File: src/rtl/swz_addr_gen.sv
module swz_addr_gen #(
  parameter int ROW_W    = 10,
  parameter int COL_W    = 10,
  parameter int STRIDE_W = 12,
  parameter int OFS_W    = 24
) (
  input  logic                clk,
  input  logic                rst_n,
  input  logic                in_valid,
  input  logic [ROW_W-1:0]    row,
  input  logic [COL_W-1:0]    col,
  input  logic [STRIDE_W-1:0] stride,
  input  logic                elem_4b,
  input  logic [1:0]          mode,
  output logic                out_valid,
  output logic [OFS_W-1:0]    out_ofs
);
  localparam logic [1:0] SEL64  = 2'd1;
  localparam logic [1:0] SEL128 = 2'd2;

  logic [OFS_W-1:0] row_x, col_x, str_x, idx, lin, flip;

  assign row_x = {{(OFS_W-ROW_W){1'b0}}, row};
  assign col_x = {{(OFS_W-COL_W){1'b0}}, col};
  assign str_x = {{(OFS_W-STRIDE_W){1'b0}}, stride};
  assign idx   = row_x * str_x + col_x;
  assign lin   = elem_4b ? (idx << 2) : (idx << 1);

  always_comb begin
    flip = '0;
    case (mode)
      SEL128:  flip[6:4] = row[2:0];
      SEL64:   flip[5:4] = row[1:0];
      default: flip = '0;
    endcase
  end

  always_ff @(posedge clk) begin
    if (!rst_n) begin
      out_valid <= 1'b0;
      out_ofs   <= '0;
    end else begin
      out_valid <= in_valid;
      if (in_valid) out_ofs <= lin ^ flip;
    end
  end
endmodule

File: config.mk
export PLATFORM = sky130hd
export DESIGN_NAME = swz_addr_gen
export DESIGN_NICKNAME = d
export VERILOG_FILES = /design/src/rtl/swz_addr_gen.sv
export SDC_FILE = /design/constraint.sdc
export NUM_CORES = 1
export LEC_CHECK = 0
export CORE_MARGIN = 5
export CORE_UTILIZATION = 40
export DETAILED_ROUTE_END_ITERATION = 12
export DONT_BUFFER_PORTS = 1
export PLACE_DENSITY_LB_ADDON = 0.3
export SYNTH_ARGS = -nofsm -noshare
export SYNTH_HDL_FRONTEND = slang
export SYNTH_SLANG_ARGS = --single-unit
File: constraint.sdc
create_clock -name clk -period 7.2 [get_ports clk]
set_input_delay 1.44 -clock clk [delete_from_list [all_inputs] [get_ports clk]]
set_output_delay 1.44 -clock clk [all_outputs]
set_load 0.03 [all_outputs]
==> qor.yml <==
status: "complete, no violations"
max_stage_delay_ps: 540
coreArea_mm2: 0.01377
start_util_pct: 40.51
antenna_found_initial: 0
grt_usage_pct: 15.06
muxShareOfSynthArea_pct: 2.534
fin_crit_ps: 6087
numClockSinks: 24
viasPerCell: 5.195
power.internal_mw: 1.091
crit_buf_inv: 5
path_clk_slew_ps: 60
drive_gt1_share_pct: 3.115
synth_top_cell_by_area: "fa_1"
path_cells: "nand2_1 > fa_1 > inv_1 > fa_1 > inv_1 > fa_1 > inv_1 > fa_1 > inv_1 > fa_1 > inv_1 > ha_1 > or3_1 > o211a_4 > o31a_1 > o211ai_2 > mux2_2 > nor4_1 > a31oi_1"
crit_path_end_kind: "register"
fin_crit_sh_pct: 84.54
pwr-share-seq_pct: 12.3
dp_cells: 786
portBuffers: 0
syn_area_per_cell_um2: 8.704
p_per_area_mw_per_mm2: 398.9
syn_area_mm2: 0.005579
synth-compound-area-share_pct: 10.11
diodes: 0
htreeDepth: 1
synthesis.nets: 834
wl_per_cell_um: 15.18
synth_top_family_by_area: "adder cells"
crit_path_start: "stride[7]"
clk_path_buf_depth: 2
hold_viol: 0
drtIter0Drc: 165
share_comb_of_total_power_pct: 81.9
ys_warn_count: 0
dpl.hpwl_um: 10310
io_pins: 63
switching_power_mw: 1.190
fin_nets: 804
crit_path_max_fanout: 10
die_w_um: 128.1
yosys.area_share.simple_pct: 18.39
clk_latency_ps: 250
synth-xor-area-share_pct: 2.669
route.vias.total: 4104
cts_root_buffer: "clkbuf_16"
rows: 43
async_reset_ff_share_pct: 0
drv_cap: 0
critPathArrivalTime_ps: 6230
synthTopCellsByArea: "fa_1 32%, ha_1 15%, dfxtp_1 8.6%"
cp-start-kind: "input pin"
drt-pass1-iter-count: 4
synth_flop_cell: "dfxtp_1"
post_cts.repair.setup_buffers: 0
swShare_pct: 52.16
synth_cell_types: 63
rsz0062_at_grt: "false"
gr-total-overflow: 0
instances_no_fill: 790
slowest_stage: "fa_1"
worstSetupPathType: "in2reg"
drc: 0
syn_to_final_growth_pct: 2.489
grt_pass1_vias: 4299
crit_family: "adder cells"
fin_util_pct: 41.52
worst_pin_slew_ps: 507.8
regToRegStartpoint: "out_ofs[17]"
netlist_instances: 641
cts_tree: "done"
synth_fa_ha_area_share_pct: 46.74
ys_ff_latch: 24
pwr-share-clk_pct: 5.7
ant_nets: 0
grt_max_degree: 46
cts_resized: 0
setup_tns_ps: 0
die-area_mm2: 0.01641
hold_buffers: 0
ir_worst_vdd_v: 0.0002171
die_h_um: 128.1
hp-start: "out_ofs[8]"
hold_class: "reg2reg"
slew_violations: 0
synth_top_area_share_pct: 31.94
max-slew-margin-rel_pct: 66.11
grt_pass1_wl_um: 20650
max_freq_mhz: 164.3
wl_um: 11990
setup_viol_count_final: 0
required_ps: 7340
leakage_nw: 2.940
yosysSeqAreaShare_pct: 8.612
fin_area_mm2: 0.005718
synth_edf_count: 0
cts_made_buffers: 3
globalplace.congestion: 0.8654
fin_worst_skew_ps: 0
dpl_cell_area_mm2: 0.005629
[worst min-delay path: stages (launching register included)]
cell	delay (ps)
dfxtp_1	410
nor2_1	130
a211oi_1	50
[placed cells by master, fill, tap and decap left out, types with 6 or more instances in the layout]
master / count
xor2_1: 6
ha_1: 66
nor2_1: 14
a21o_1: 6
mux2i_1: 13
nand2_1: 80
inv_1: 115
nor3_1: 8
and2_1: 64
dfxtp_1: 24
a31oi_1: 10
o21ai_0: 16
a21oi_1: 16
nor2b_1: 8
fa_1: 89
xnor2_1: 11
[sequential cells by signal (all words and copies together) (netlist names)]
register	flops
out_valid	1
out_ofs	23
[per-stage QoR]
step | power, mW | worst slack (ps) | hold WS (ps)
final | 2.281 | 1113 | 640.4
after floorplan | 1.828 | 728.6 | 603.2
after CTS | 2.326 | 1087 | 651.7
after global routing | 2.569 | 892.9 | 692.6
after global placement | 2.153 | 882.8 | 638.4
after detailed placement | 2.180 | 817.9 | 643.7
[Yosys cell counts (2+ instances only)]
cell / number
clkbuf_1: 25
and2_1: 64
nor2b_1: 8
o31a_4: 2
or2_2: 2
nor3_1: 8
nand4_1: 2
a311oi_1: 3
inv_1: 115
buf_6: 3
a31oi_1: 10
nand3_1: 3
nand2_1: 80
a211oi_1: 3
fa_1: 89
a211o_1: 2
o21ai_0: 16
o211ai_1: 3
xor2_1: 6
a21oi_2: 2
o21a_1: 2
o211a_1: 2
buf_4: 2
xnor2_1: 11
nor2_1: 14
nor4_1: 3
a21oi_1: 16
dfxtp_1: 24
a21o_1: 6
buf_1: 2
mux2i_1: 13
ha_1: 66
or3_1: 4
[power groups by stage]
stage | Clock (mW) | Combinational (mW) | Sequential [mW]
final | 0.131 | 1.87 | 0.281
after global routing | 0.140 | 2.14 | 0.286
after CTS | 0.133 | 1.91 | 0.284
after detailed placement | 0 | 1.89 | 0.286
after global placement | 0 | 1.87 | 0.286
after floorplan | 0 | 1.55 | 0.274
[cell type report]
type	count	area, µm²
fillers	1411	8055
multi-input cells	467	4492
clock buffers	4	88.84
flip-flops and latches	24	480.5
inverters	115	431.7
well taps	180	225.2
[kinds of logic after synthesis]
family,count (synthesis)
XOR/XNOR,17
multiplexers,14
other,1
AND/OR/NAND/NOR,200
buffers and inverters,150
adder cells (fa/ha/maj),155
AO/OA/AOI/OAI,80
flip-flops,24
[final timing paths]
kind / depth (start not counted) / slack [ps] / endpoint
setup reg to reg: 3 / 6260 / out_ofs[17]
setup / recovery: 19 / 1110 / out_ofs[23]
hold / removal: 2 / 640 / out_ofs[8]
hold reg to reg: 2 / 640 / out_ofs[8]
[routing by layer]
metal / vias to the layer above / wire length [µm] / GRT usage [%]
met4: 0 / 114 / 1.935
met5: - / 0 / 0
met2: 86 / 6251 / 26.86
met3: 15 / 582 / 2.042
met1: 2045 / 5042 / 19.96
li1: 1958 / - / -
No activity file was read; power rests on OpenSTA's default activity.
